<file path="src/rtl/spi_eng_pkg.sv">
`timescale 1ns/1ps
package spi_eng_pkg;

  typedef enum logic [2:0] {
    RATE_D_A = 3'd0,
    RATE_D_B = 3'd1,
    RATE_D_C = 3'd2,
    RATE_TMR = 3'd3,
    RATE_RLD = 3'd4
  } rate_sel_e;

  typedef struct packed {
    logic early;
    logic smp_end;
  } xfer_cfg_t;

endpackage

</file>
<file path="src/rtl/spi_eng_rate.sv">
`timescale 1ns/1ps
module spi_eng_rate #(
  parameter int RLD_W = 8,
  parameter int DIV_A = 4,
  parameter int DIV_B = 16,
  parameter int DIV_C = 64
) (
  input  logic             clk_i,
  input  logic             rst_ni,
  input  logic             start_i,
  input  logic             run_i,
  input  logic [2:0]       sel_i,
  input  logic [RLD_W-1:0] reload_i,
  input  logic             tick_i,
  output logic             strobe_o
);
  import spi_eng_pkg::*;

  localparam int CNT_W = RLD_W + 2;
  localparam logic [CNT_W-1:0] HALF_A = CNT_W'(DIV_A / 2);
  localparam logic [CNT_W-1:0] HALF_B = CNT_W'(DIV_B / 2);
  localparam logic [CNT_W-1:0] HALF_C = CNT_W'(DIV_C / 2);

  logic [CNT_W-1:0] half_d, half_q, cnt_q;
  logic             tmr_q;

  always_comb begin
    case (rate_sel_e'(sel_i))
      RATE_D_A: half_d = HALF_A;
      RATE_D_B: half_d = HALF_B;
      RATE_D_C: half_d = HALF_C;
      RATE_RLD: half_d = ({2'b00, reload_i} + CNT_W'(1)) << 1;
      default:  half_d = HALF_A;
    endcase
  end

  // source is frozen for the whole transfer
  always_ff @(posedge clk_i or negedge rst_ni) begin
    if (!rst_ni) begin
      tmr_q  <= 1'b0;
      half_q <= HALF_A;
      cnt_q  <= '0;
    end else if (start_i) begin
      tmr_q  <= (sel_i == RATE_TMR);
      half_q <= half_d;
      cnt_q  <= half_d - CNT_W'(1);
    end else if (run_i && !tmr_q) begin
      if (cnt_q == '0) cnt_q <= half_q - CNT_W'(1);
      else             cnt_q <= cnt_q - CNT_W'(1);
    end
  end

  assign strobe_o = run_i & ~start_i & (tmr_q ? tick_i : (cnt_q == '0));

endmodule

</file>
<file path="src/rtl/spi_eng_shift.sv">
`timescale 1ns/1ps
module spi_eng_shift #(
  parameter int DATA_W = 8
) (
  input  logic                  clk_i,
  input  logic                  rst_ni,
  input  logic                  start_i,
  input  logic                  strobe_i,
  input  spi_eng_pkg::xfer_cfg_t cfg_i,
  input  logic [DATA_W-1:0]     tx_i,
  input  logic                  sdi_i,
  output logic                  act_o,
  output logic                  sdo_o,
  output logic                  busy_o,
  output logic                  last_o,
  output logic [DATA_W-1:0]     rx_o
);
  import spi_eng_pkg::*;

  localparam int HALVES = 2 * DATA_W;
  localparam int HC_W   = $clog2(HALVES + 1);

  xfer_cfg_t         cfg_q;
  logic              busy_q, act_q;
  logic [HC_W-1:0]   hcnt_q, hnext;
  logic [DATA_W-1:0] tx_q, rx_q, rx_shift;
  logic              step, sample;

  assign step     = strobe_i & busy_q;
  assign hnext    = hcnt_q + HC_W'(1);
  assign last_o   = step & (hnext == HC_W'(HALVES));
  // odd boundaries are mid-bit, even ones end-of-bit
  assign sample   = step & (hnext[0] ^ cfg_q.smp_end);
  assign rx_shift = {rx_q[DATA_W-2:0], sdi_i};
  assign rx_o     = cfg_q.smp_end ? rx_shift : rx_q;

  always_ff @(posedge clk_i or negedge rst_ni) begin
    if (!rst_ni) begin
      cfg_q  <= '0;
      busy_q <= 1'b0;
      act_q  <= 1'b0;
      hcnt_q <= '0;
      tx_q   <= '0;
      rx_q   <= '0;
    end else if (start_i) begin
      cfg_q  <= cfg_i;
      busy_q <= 1'b1;
      act_q  <= ~cfg_i.early;
      hcnt_q <= '0;
      tx_q   <= tx_i;
    end else if (step) begin
      hcnt_q <= hnext;
      if (sample) rx_q <= rx_shift;
      if (last_o) begin
        busy_q <= 1'b0;
        act_q  <= 1'b0;
      end else begin
        act_q <= ~act_q;
        if (!hnext[0]) tx_q <= tx_q << 1;
      end
    end
  end

  assign act_o  = act_q;
  assign sdo_o  = tx_q[DATA_W-1];
  assign busy_o = busy_q;

endmodule

</file>
<file path="src/rtl/spi_master_engine.sv">
`timescale 1ns/1ps
module spi_master_engine #(
  parameter int DATA_W = 8,
  parameter int RLD_W  = 8,
  parameter int DIV_A  = 4,
  parameter int DIV_B  = 16,
  parameter int DIV_C  = 64
) (
  input  logic              clk_i,
  input  logic              rst_ni,
  input  logic              wr_en_i,
  input  logic [DATA_W-1:0] wr_data_i,
  output logic [DATA_W-1:0] rd_data_o,
  input  logic              done_clr_i,
  input  logic              err_clr_i,
  input  logic              cpol_i,
  input  logic              early_i,
  input  logic              smp_end_i,
  input  logic              sdo_en_i,
  input  logic [2:0]        rate_sel_i,
  input  logic [RLD_W-1:0]  reload_i,
  input  logic              tmr_tick_i,
  output logic              sck_o,
  output logic              sdo_o,
  output logic              sdo_oe_o,
  input  logic              sdi_i,
  output logic              busy_o,
  output logic              done_o,
  output logic              wcol_o,
  output logic              ovf_o
);
  import spi_eng_pkg::*;

  logic              start, strobe, act, sdo_raw, busy, last;
  logic [DATA_W-1:0] rx;
  logic              pol_q, done_q, wcol_q, ovf_q, lost;
  logic [DATA_W-1:0] buf_q;
  xfer_cfg_t         cfg;

  assign start = wr_en_i & ~busy;
  assign cfg   = '{early: early_i, smp_end: smp_end_i};

  spi_eng_rate #(
    .RLD_W(RLD_W), .DIV_A(DIV_A), .DIV_B(DIV_B), .DIV_C(DIV_C)
  ) u_rate (
    .clk_i    (clk_i),
    .rst_ni   (rst_ni),
    .start_i  (start),
    .run_i    (busy),
    .sel_i    (rate_sel_i),
    .reload_i (reload_i),
    .tick_i   (tmr_tick_i),
    .strobe_o (strobe)
  );

  spi_eng_shift #(.DATA_W(DATA_W)) u_shift (
    .clk_i    (clk_i),
    .rst_ni   (rst_ni),
    .start_i  (start),
    .strobe_i (strobe),
    .cfg_i    (cfg),
    .tx_i     (wr_data_i),
    .sdi_i    (sdi_i),
    .act_o    (act),
    .sdo_o    (sdo_raw),
    .busy_o   (busy),
    .last_o   (last),
    .rx_o     (rx)
  );

  // previous byte not acknowledged when the new one lands
  assign lost = last & done_q & ~done_clr_i;

  always_ff @(posedge clk_i or negedge rst_ni) begin
    if (!rst_ni) begin
      pol_q  <= 1'b0;
      done_q <= 1'b0;
      wcol_q <= 1'b0;
      ovf_q  <= 1'b0;
      buf_q  <= '0;
    end else begin
      if (start) pol_q <= cpol_i;
      if (last)            done_q <= 1'b1;
      else if (done_clr_i) done_q <= 1'b0;
      if (wr_en_i && busy) wcol_q <= 1'b1;
      else if (err_clr_i)  wcol_q <= 1'b0;
      if (lost)            ovf_q <= 1'b1;
      else if (err_clr_i)  ovf_q <= 1'b0;
      if (last && !lost)   buf_q <= rx;
    end
  end

  assign sck_o     = act ^ (busy ? pol_q : cpol_i);
  assign sdo_o     = sdo_en_i & sdo_raw;
  assign sdo_oe_o  = sdo_en_i;
  assign busy_o    = busy;
  assign done_o    = done_q;
  assign wcol_o    = wcol_q;
  assign ovf_o     = ovf_q;
  assign rd_data_o = buf_q;

endmodule

</file>
<file path="config.mk">
export PLATFORM = sky130hd
export DESIGN_NAME = spi_master_engine
export DESIGN_NICKNAME = d
export VERILOG_FILES = /design/src/rtl/spi_eng_pkg.sv /design/src/rtl/spi_eng_rate.sv /design/src/rtl/spi_eng_shift.sv /design/src/rtl/spi_master_engine.sv
export SDC_FILE = /design/constraint.sdc
export NUM_CORES = 1
export LEC_CHECK = 0
export ABC_AREA = 1
export BUFFER_PORTS_ARGS = -buffer_cell sky130_fd_sc_hd__buf_2
export CELL_PAD_IN_SITES_DETAIL_PLACEMENT = 1
export CELL_PAD_IN_SITES_GLOBAL_PLACEMENT = 1
export CORE_MARGIN = 5
export CORE_UTILIZATION = 30
export CTS_CLUSTER_DIAMETER = 100
export DETAILED_ROUTE_END_ITERATION = 7
export GPL_TIMING_DRIVEN = 0
export PLACE_DENSITY_LB_ADDON = 0.1
export RECOVER_POWER = 50
export SYNTH_ARGS = -nofsm -noshare
export SYNTH_HDL_FRONTEND = slang
export SYNTH_HIERARCHICAL = 1
export SYNTH_SLANG_ARGS = --single-unit
</file>
<file path="constraint.sdc">
create_clock -name clk_i -period 4.6 [get_ports clk_i]
set_input_delay 0.23 -clock clk_i [delete_from_list [all_inputs] [get_ports clk_i]]
set_output_delay 0.23 -clock clk_i [all_outputs]
set_load 0.005 [all_outputs]
</file>
======== Word level (Yosys, flattened, before mapping) ========
Cells that the tools add are included.
cells by class
  add/sub/neg operators ................... 5
  equal/unequal tests ..................... 7
  muxes and demuxes ....................... 24
  bitwise gates (word level) .............. 16
  reduce and logical (&&, ||, !) cells .... 15
operators with widths
  kind                     count
  $mux W8                  5
  $mux W10                 3
  $pmux W10 S3             1
  $sub A10 B1 Y10 const B  3
  $mux W1                  13
  $reduce_bool A2 Y1       6
  $logic_not A10 Y1        1
  $mux W5                  2
  $add A8 B1 Y9 const B    1
  $and A1 B1 Y1            9
  $eq A3 B2 Y1 const B     2
  $reduce_and A3 Y1        2
  $add A5 B1 Y5 const B    1
  $eq A5 B5 Y1 const B     1
  $not A1 Y1               5
  $eq A3 B1 Y1 const B     1
  $eq A3 B3 Y1 const B     1
  $logic_and A1 B1 Y1      3
  $logic_not A1 Y1         2
  $ne A2 B1 Y1 const B     1
  $ne A2 B2 Y1 const B     1
  $reduce_and A2 Y1        1
  $xor A1 B1 Y1            2
word-level totals
  flip-flop bits (word level) ............. 57
  output and inout bits ................... 15
  word-level logic and storage cells ...... 81

======== Depth between registers and ports, before layout ========
Gate-level depths: netlist of the first run.
  depth after elaboration ................. 11
  depth in mapped cells ................... 16

======== Cells and area by module ========
The synthesis of the first run kept the hierarchy.
modules (own cells, without submodules)
  module             instances  cells an instance  area an instance (um^2)
  spi_eng_rate       1          250                1607.8
  spi_eng_shift      1          165                1292.5
  spi_master_engine  1          64                 601.8

======== Least setup slack after synthesis of the first run ========
OpenSTA, ideal clock, no wires.
  path kind ............................... reg2reg
  from .................................... register u_shift.busy_q, in the netlist u_shift/busy_o
  to ...................................... register buf_q[0], in the netlist rd_data_o[0]
  arrival ................................. 2009 ps
  slack ................................... 2474 ps
  stages on the path, launching flop included .. 17
  buffers on the path ..................... 1
  cell sequence ........................... dfrtp_1 > inv_1 > nand2_1 > inv_1 > clkinv_1 > o211ai_1 > a21oi_1 > nand2_2 > clkinv_2 > nand3_2 > nor2_4 > nand2_4 > inv_1 > clkbuf_8 > nand2_4 > nand2_1 > nand2_1
on the way
  cells in the longest elaborated chain, start to end .. 11
ends and longest elaborated chain
  item                             line                     RTL
  from (decl)                      spi_eng_shift.sv:24      logic busy_q, act_q;
  from (signal assigned)           spi_eng_shift.sv:40      busy_q <= 1'b0;
  from (signal assigned)           spi_eng_shift.sv:47      busy_q <= 1'b1;
  from (signal assigned)           spi_eng_shift.sv:55      busy_q <= 1'b0;
  $not A1 Y1 (*)                   spi_master_engine.sv:40  assign start = wr_en_i & ~busy;
  $and A1 B1 Y1 (*)                spi_master_engine.sv:40
  net start                        spi_master_engine.sv:34  logic start, strobe, act, sdo_raw, busy, last;
  $not A1 Y1 (no source line) (*)  -
  $and A1 B1 Y1 (*) (2 in a row)   spi_eng_rate.sv:53       assign strobe_o = run_i & ~start_i & (tmr_q ? tick_i : (cnt_q == '0));
  net strobe                       spi_master_engine.sv:34
  $and A1 B1 Y1 (*)                spi_eng_shift.sv:29      assign step = strobe_i & busy_q;
  $and A1 B1 Y1 (*)                spi_eng_shift.sv:31      assign last_o = step & (hnext == HC_W'(HALVES));
  net last                         spi_master_engine.sv:34
  $and A1 B1 Y1 (2 in a row)       spi_master_engine.sv:72  assign lost = last & done_q & ~done_clr_i;
  $logic_not A1 Y1                 spi_master_engine.sv:89  if (last && !lost) buf_q <= rx;
  $logic_and A1 B1 Y1 (*)          spi_master_engine.sv:89
  to (signal assigned)             spi_master_engine.sv:89
  to (decl)                        spi_master_engine.sv:37  logic [DATA_W-1:0] buf_q;
The timed path passes the listed nets; every way through them passes the cells marked *.
A chain may end at the register's enable or synchronous reset.

======== Worst setup path in the final report of the first run ========
  from .................................... register u_shift.busy_q, in the netlist u_shift/busy_o
  to ...................................... register buf_q[2], in the netlist rd_data_o[2]
The elaborated chain is that of the path after synthesis.

==> results.md, run 1 <==
* Ratio of final minimum period to clock period at 57.2%
* Critical Path AT at 2880 ps
* Leading register cell type out of synthesis: sky130_fd_sc_hd__dfrtp_1
* Kind of path behind the tightest hold check: in2reg
* Total via count after detailed routing at 3,145
* Worst hold slack after final layout at 120 ps
* Violations in the final reports: capacitance limit, slew limit
* Cell count of the worst hold path at 2
* First-pass DRT Iterations at 4
* Crit. End Element: register
* Peak per-stage delay on the critical path at 500 ps
* CP top delay family: buffers and inverters
* Hold Startpoint: early_i
* Number of levels the H-tree was split into at 2
* Static leakage at 2.14 nW
* Post-detail-place hpwl at 7460 um
* Die height at 118 um
* Synth Register Bits at 56
* Sequential element share of the synthesized area at 40.1%
* Vias per Instance at 4.65
* Die outline area at 0.0139 sq mm
* Unrepaired setup endpoints after global routing: false
* Setup-violating endpoint count in the final report at 0
* First-pass GRT wire length at 16,300 um
* Synthesized-area fraction occupied by ao, oa, aoi and oai cells at 9.61%
* Max-cap check violation count at 1
* Routed length per placed instance at 13.9 um
* Data required time at the worst endpoint at 4850 ps
* Net count after synthesis at 513
* Count of inserted antenna diode cells at 0
* CTS Buffer Depth at 2
* Number of ports placed on the die boundary at 45
* Register-to-register setup slack at 1970 ps
* Number of buffers added on ports at 44
* Maximum clock frequency at 380 MHz
* Final max-slew violation count at 26
* Number of DRC markers in iteration 0 at 134
* R2r worst-path depth at 16
* Post-synthesis share of cell area spent on xor and xnor gates at 0.250%
* Endpoint, Worst Hold: u_shift/act_o$_DFFE_PN0P_
* Run status: finished, violations left
* Post-cts resize count at 0
* Post-synthesis cell count at 479
* Routed wire length at 9400 um
* Crit-path cells: inv_1 > nand2_1 > inv_1 > clkinv_1 > o211ai_1 > a21oi_1 > nand2_2 > clkinv_2 > nand3_2 > nor2_4 > nand2_4 > inv_1 > clkbuf_8 > nand2_4 > nand2_1 > nand2_1
* Share of cell area taken by muxes after synthesis at 0%
* CTS Root Buffer Type: sky130_fd_sc_hd__clkbuf_16
* Combinational family with the most area after synthesis: simple AND/OR/NAND/NOR gates
* Crit Path Category: reg2reg
* Clock edge transition at the registers on the reported setup and hold paths at 80 ps
* Post-route clock skew at 11.6 ps
* Cell with the biggest individual delay on the critical path: sky130_fd_sc_hd__dfrtp_1
* Synthesized area per cell at 7.31 sq um
* Number of antenna violations at the first check in global routing at 0
* Worst flop-to-flop path startpoint: u_shift/busy_o$_DFFE_PN0P_
* Final nets at 566
* Number of hold violations in the final report at 0
* Final critical delay including setup and external delays at 2630 ps
* Global Route Usage Sum at 14.1%
* Total negative slack at 0 ps
* Startpoint class of the critical path: register
* Fraction of final layout cells with drive strength greater than 1 at 19.7%
* Number of flops mapped to enable cells by yosys at 0
* Number of standard-cell rows in the floorplan at 39
* Crit path buf inv count at 6
* Number of library cell types mapped by synthesis at 41
* Clock tree from TritonCTS: yes
* Commonest cells after routing, fill and taps aside: 165 x sky130_fd_sc_hd__nand2_1, 62 x sky130_fd_sc_hd__inv_1, 55 x sky130_fd_sc_hd__dfrtp_1
* Total power of the final layout at 2.14 mW
* Mapped cell area at 0.00350 sq mm
* DRC violations left at 0
* R2r endpoint: rd_data_o[2]$_DFFE_PN0P_
* Worst-skew pair later-pin latency at 310 ps
* Area of the placeable core at 0.0114 sq mm
* IR drop worst, VDD at 0.179 mV
* Area grow syn2layout at 16.2%
* Count of antenna-violating nets left after detailed routing at 0
* Post-synthesis share of cell area spent on full adders, half adders and majority gates at 1.43%
* Max Fanout on Critical Path at 10
* Power Density at 527 mW/mm^2
* Most frequent standard cell in the layout excluding fill and tap cells: sky130_fd_sc_hd__nand2_1
* Yosys warning count at 6
* Starting utilization of the core area at 30.7%
* Worst max-slew margin expressed relative to the limit at -7.07%
* Global route overflow at 0
* Clock buffer count from CTS at 5
* Clock sinks at 56
* Via count of the first global-routing pass at 3,328
* Maximum number of pins on one net before global-route repair at 32
* Async SR Flop Fraction at 100%
* Die extent in x at 118 um
* Slew at the pin closest to its max-slew limit at 1610 ps
* Gp weighted congestion at 0.817
* Post-synthesis share of cell area spent on and, or, nand and nor gates at 38.9%
## flip-flops by register name, summed over array words and instances, names as in the netlist
name            flops
u_shift/rx_q        8
u_rate/half_q       9
u_shift/cfg_q       1
done_o              1
u_rate/cnt_q       10
u_shift/busy_o      1
wcol_o              1
pol_q               1
u_shift/hcnt_q      5
u_shift/tx_q        8
u_shift/act_o       1
rd_data_o           8
u_rate/tmr_q        1
ovf_o               1
## cell families (layout without fill, tap and decap cells)
group / after synthesis / in the layout
fa+ha+maj: 4 / 4
flops: 56 / 56
simple gates: 281 / 281
compound gates: 58 / 58
xor+xnor: 1 / 1
buf+inv: 79 / 133
## layer usage
layer  GRT usage (%)  part of all wire (%)
met5               0                     0
met4            3.66                   1.1
met3            3.08                   3.6
met2            22.6                    45
met1            19.2                    51
## where the power goes
part | total, mW | switching (mW) | internal, mW
sequential | 0.815 | 0.144 | 0.671
combinational | 0.924 | 0.603 | 0.321
clock | 0.405 | 0.199 | 0.206
total | 2.14 | 0.945 | 1.20
## repair_timing
action                    in CTS  in global routing
buffers inserted               0                  0
hold endpoints to repair      24                  0
hold buffers                   1                  0
## cell type report
type / count / area [sq um]
fillers: 1487 / 7350
multi-input cells: 344 / 1760
flip-flops and latches: 56 / 1400
inverters: 69 / 260
repair buffers: 46 / 238
well taps: 143 / 179
clock buffers: 5 / 125
plain buffers: 10 / 80.1
clock inverters: 3 / 26.3
## Yosys cell counts, types with 2 or more instances
cell | instances | area [sq um]
sky130_fd_sc_hd__nor2_2 | 9 | 56.3
sky130_fd_sc_hd__nand2_4 | 5 | 56.3
sky130_fd_sc_hd__nor2_4 | 7 | 78.8
sky130_fd_sc_hd__o211ai_1 | 3 | 22.5
sky130_fd_sc_hd__nand2_1 | 165 | 619
sky130_fd_sc_hd__o21ai_0 | 31 | 155
sky130_fd_sc_hd__inv_2 | 5 | 18.8
sky130_fd_sc_hd__nor2_1 | 23 | 86.3
sky130_fd_sc_hd__inv_1 | 62 | 233
sky130_fd_sc_hd__nand3_2 | 14 | 140
sky130_fd_sc_hd__nand3_1 | 41 | 205
sky130_fd_sc_hd__buf_4 | 2 | 15.0
sky130_fd_sc_hd__a31oi_1 | 2 | 12.5
sky130_fd_sc_hd__clkbuf_1 | 4 | 15.0
sky130_fd_sc_hd__ha_1 | 4 | 50.1
sky130_fd_sc_hd__nor3_1 | 2 | 10.0
sky130_fd_sc_hd__a21oi_2 | 2 | 17.5
sky130_fd_sc_hd__nand2_2 | 8 | 50.1
sky130_fd_sc_hd__nand4_1 | 4 | 25.0
sky130_fd_sc_hd__a21oi_1 | 9 | 45.0
sky130_fd_sc_hd__dfrtp_1 | 55 | 1380
sky130_fd_sc_hd__o21ai_1 | 3 | 15.0
## through the flow
step | setup WS (ps) | cell area [sq um] | util, % | std cells
floorplan | 2470 | 3500 | - | 479
global placement | 1930 | 3900 | 34.2 | 666
detailed placement | 1910 | 3920 | 34.3 | 667
CTS | 1900 | 4080 | 35.8 | 676
global route | 1640 | 4070 | 35.6 | 676
finish | 1970 | 4070 | 35.6 | 676
## worst max-delay path by stage
stage,from,endpoint,slack (ps),cells past startpoint
floorplan,u_shift/busy_o$_DFFE_PN0P_,rd_data_o[0]$_DFFE_PN0P_,2470,16
global placement,u_shift/busy_o$_DFFE_PN0P_,rd_data_o[2]$_DFFE_PN0P_,1930,16
detailed placement,u_shift/busy_o$_DFFE_PN0P_,rd_data_o[2]$_DFFE_PN0P_,1910,16
finish,u_shift/busy_o$_DFFE_PN0P_,rd_data_o[2]$_DFFE_PN0P_,1970,16
global route,u_shift/busy_o$_DFFE_PN0P_,rd_data_o[0]$_DFFE_PN0P_,1640,16
CTS,u_shift/busy_o$_DFFE_PN0P_,rd_data_o[2]$_DFFE_PN0P_,1900,16
No activity file was read; power rests on OpenSTA's default activity.
==> run 2, diff against run 1 <==
- clock period: 4.6 -> 2.5 ns (I/O delays scaled with it)
==> run 2 against run 1 <==
  * The run still ends with capacitance limit, slew limit left
  * Largest cell class unchanged
  * Critical path type unchanged
  * Worst hold slack worse by 100 ps
  * Die area stayed put
  * Maximum frequency is 16% higher
  * Largest power group unchanged
  * Wire length is 0.70% higher
  * Global-route usage hardly changed
  * Flip-flop and latch count stayed put
  * Clock-buffer cell count stayed put
  * Non-clock buffer count is 5 higher
  * Critical path depth is 1 lower
==> results.md, run 2 (synthesis results as in run 1) <==
* Final nets at 571 (+0.88%)
* Share of the core filled with cells at 36.0% (+0.39 points)
* Clock buffer count from CTS at 5 (unchanged)
* Flip-flop count of the largest register after layout at 10 (unchanged)
* Max-cap check violation count at 1 (unchanged)
* Number of antenna violations at the first check in global routing at 0 (unchanged)
* Static leakage at 2.15 nW (+0.61%)
* Max Fanout on Critical Path at 10 (unchanged)
* Worst flop-to-flop path startpoint: u_rate/cnt_q[3]$_DFFE_PN0P_
* Starting utilization of the core area at 30.7% (unchanged)
* Vias per Instance at 4.64 (-0.23%)
* First-pass DRT Iterations at 4 (unchanged)
* Clock tree from TritonCTS: yes
* Worst-skew pair later-pin latency at 310 ps (about the same)
* Largest registers: u_rate/cnt_q x10, u_rate/half_q x9
* Routed wire length at 9470 um (+0.70%)
* Gp weighted congestion at 0.817 (unchanged)
* Final critical delay including setup and external delays at 2270 ps (-360 ps)
* Setup-violating endpoint count in the final report at 0 (unchanged)
* Clock sinks at 56 (unchanged)
* Number of hold violations in the final report at 0 (unchanged)
* R2r worst-path depth at 15 (-1)
* Area of the placeable core at 0.0114 sq mm (unchanged)
* Final max-slew violation count at 27 (+3.8%)
* Data required time at the worst endpoint at 2700 ps (-2150 ps)
* Count of inserted antenna diode cells at 0 (unchanged)
* Non-filler cells, final at 681 (+0.74%)
* Global route overflow at 0 (unchanged)
* Start point of the critical path: u_rate/cnt_q[3]$_DFFE_PN0P_
* Kind of path behind the tightest hold check: in2reg
* Hold Startpoint: early_i
* Cell count of the worst hold path at 2 (unchanged)
* Worst path setup slack after routing at 231 ps (-1740 ps)
* Endpoint, Worst Hold: u_shift/act_o$_DFFE_PN0P_
* Fraction of final layout cells with drive strength greater than 1 at 21.2% (+1.5 points)
* Post-route clock skew at 11.8 ps (+0.240 ps)
* Most frequent standard cell in the layout excluding fill and tap cells: sky130_fd_sc_hd__nand2_1
* Violations in the final reports: capacitance limit, slew limit
* Maximum number of pins on one net before global-route repair at 32 (unchanged)
* Post-Place Cells at 667 (unchanged)
* Pre-CTS WS at -190 ps (-2100 ps)
* Die outline area at 0.0139 sq mm (unchanged)
* Count of antenna-violating nets left after detailed routing at 0 (unchanged)
* Fillcell total at 1,487 (unchanged)
* Routed length per placed instance at 13.9 um (about the same)
* Total via count after detailed routing at 3,161 (+0.51%)
* Post-detail-place hpwl at 7460 um (unchanged)
* Worst max-slew margin expressed relative to the limit at -1.96% (+5.1 points)
* Number of ports placed on the die boundary at 45 (unchanged)
* Die extent in x at 118 um (unchanged)
* Crit Path Category: reg2reg
* Most flop-heavy register: u_rate/cnt_q
* Global Route Usage Sum at 14.1% (about the same)
* First-pass GRT wire length at 16,300 um (about the same)
* Die height at 118 um (unchanged)
* Number of levels the H-tree was split into at 2 (unchanged)
* Run status: finished, violations left
* Register-to-register setup slack at 230 ps (-1740 ps)
* Via count of the first global-routing pass at 3,334 (+0.18%)
* Total power of the final layout at 3.99 mW (+86%)
* Power Density at 969 mW/mm^2 (+84%)
* CTS Buffer Depth at 2 (unchanged)
* IR drop worst, VDD at 0.337 mV (+88%)
* Maximum clock frequency at 441 MHz (+16%)
* Crit. End Element: register
* Clock edge transition at the registers on the reported setup and hold paths at 80 ps (about the same)
* Area grow syn2layout at 17.5%
* Number of buffers added on ports at 44 (unchanged)
* Number of DRC markers in iteration 0 at 138 (+3.0%)
* Slew at the pin closest to its max-slew limit at 1530 ps (-76.5 ps)
* R2r endpoint: rd_data_o[2]$_DFFE_PN0P_
* Commonest cells after routing, fill and taps aside: 164 x sky130_fd_sc_hd__nand2_1, 61 x sky130_fd_sc_hd__inv_1, 54 x sky130_fd_sc_hd__dfrtp_1
* Critical Path AT at 2470 ps (-410 ps)
* Unrepaired setup endpoints after global routing: false
* Startpoint class of the critical path: register
* Number of standard-cell rows in the floorplan at 39 (unchanged)
* DRC violations left at 0 (unchanged)
* CTS Root Buffer Type: sky130_fd_sc_hd__clkbuf_16
* Ratio of final minimum period to clock period at 90.8% (+34 points)
run 2: cell count changes in the layout (fill, tap and decap cells not counted), sizes merged:
| cell | change |
|---|---|
| buf | +4 |
| clkbuf | +1 |
| clkinvlp | +1 |
| inv | -1 |
run 2: metrics by stage:
step	setup TNS, ps	instance area (sq um)	hold slack (ps)
after global placement	-1650	3900	332
after floorplan	0	3500	-171
after CTS	0	4090	3.84
after detailed placement	-1870	3920	201
final	0	4120	15.2
after global routing	0	4120	7.20
run 2: report_power, final:
part	leakage, nW	internal, mW	switching (mW)	total [mW]
logic	1.36	0.618	1.13	1.75
registers	0.721	1.24	0.259	1.49
clock network	0.0680	0.380	0.364	0.744
total	2.15	2.23	1.75	3.99
run 2: worst max-delay path by stage:
stage                                           to  slack, ps  depth (start not counted)
final                     rd_data_o[2]$_DFFE_PN0P_        230                         15
after global routing      rd_data_o[0]$_DFFE_PN0P_          3                         15
after CTS                 rd_data_o[2]$_DFFE_PN0P_         30                         16
after detailed placement  rd_data_o[2]$_DFFE_PN0P_       -190                         16
after global placement    rd_data_o[2]$_DFFE_PN0P_       -170                         16
after floorplan           rd_data_o[0]$_DFFE_PN0P_        370                         16
run 2: cell type report:
type	instances	area, sq um	share of cell area [%]
tap	143	179	4.35
multi-input combinational	344	1770	43.0
timing repair buffer	51	263	6.38
clock inverter	3	26.3	0.638
buffer	10	80.1	1.95
sequential	56	1400	34.1
clock buffer	5	125	3.04
inverter	69	269	6.54
run 2: metal layers:
| layer | up-vias | routed length, um | global-route usage [%] |
|---|---|---|---|
| li1 | 1628 | - | - |
| met1 | 1481 | 4770 | 19.2 |
| met2 | 44 | 4260 | 22.6 |
| met3 | 8 | 341 | 3.08 |
| met4 | 0 | 99 | 3.66 |
| met5 | - | 0 | 0 |
run 2: what timing repair did:
action                                 4_1_cts  5_1_grt
buffers inserted                             0        5
endpoints found under the hold margin       24        0
hold buffers                                 1        0
resized for setup                            2        6
setup endpoints to repair                   22       21
run 2: worst max-delay path: stages (launching register included):
cell and delay (ps):
sky130_fd_sc_hd__dfrtp_1 410, sky130_fd_sc_hd__nor2_2 170, sky130_fd_sc_hd__nand2_1 110, sky130_fd_sc_hd__nor2_4 130, sky130_fd_sc_hd__nand2_2 140, sky130_fd_sc_hd__a21oi_1 180, sky130_fd_sc_hd__nand2_2 120, sky130_fd_sc_hd__clkinv_2 100
sky130_fd_sc_hd__nand3_2 90, sky130_fd_sc_hd__nor2_4 130, sky130_fd_sc_hd__nand2_4 100, sky130_fd_sc_hd__inv_1 80, sky130_fd_sc_hd__clkbuf_8 180, sky130_fd_sc_hd__nand2_4 100, sky130_fd_sc_hd__nand2_1 70, sky130_fd_sc_hd__nand2_1 50
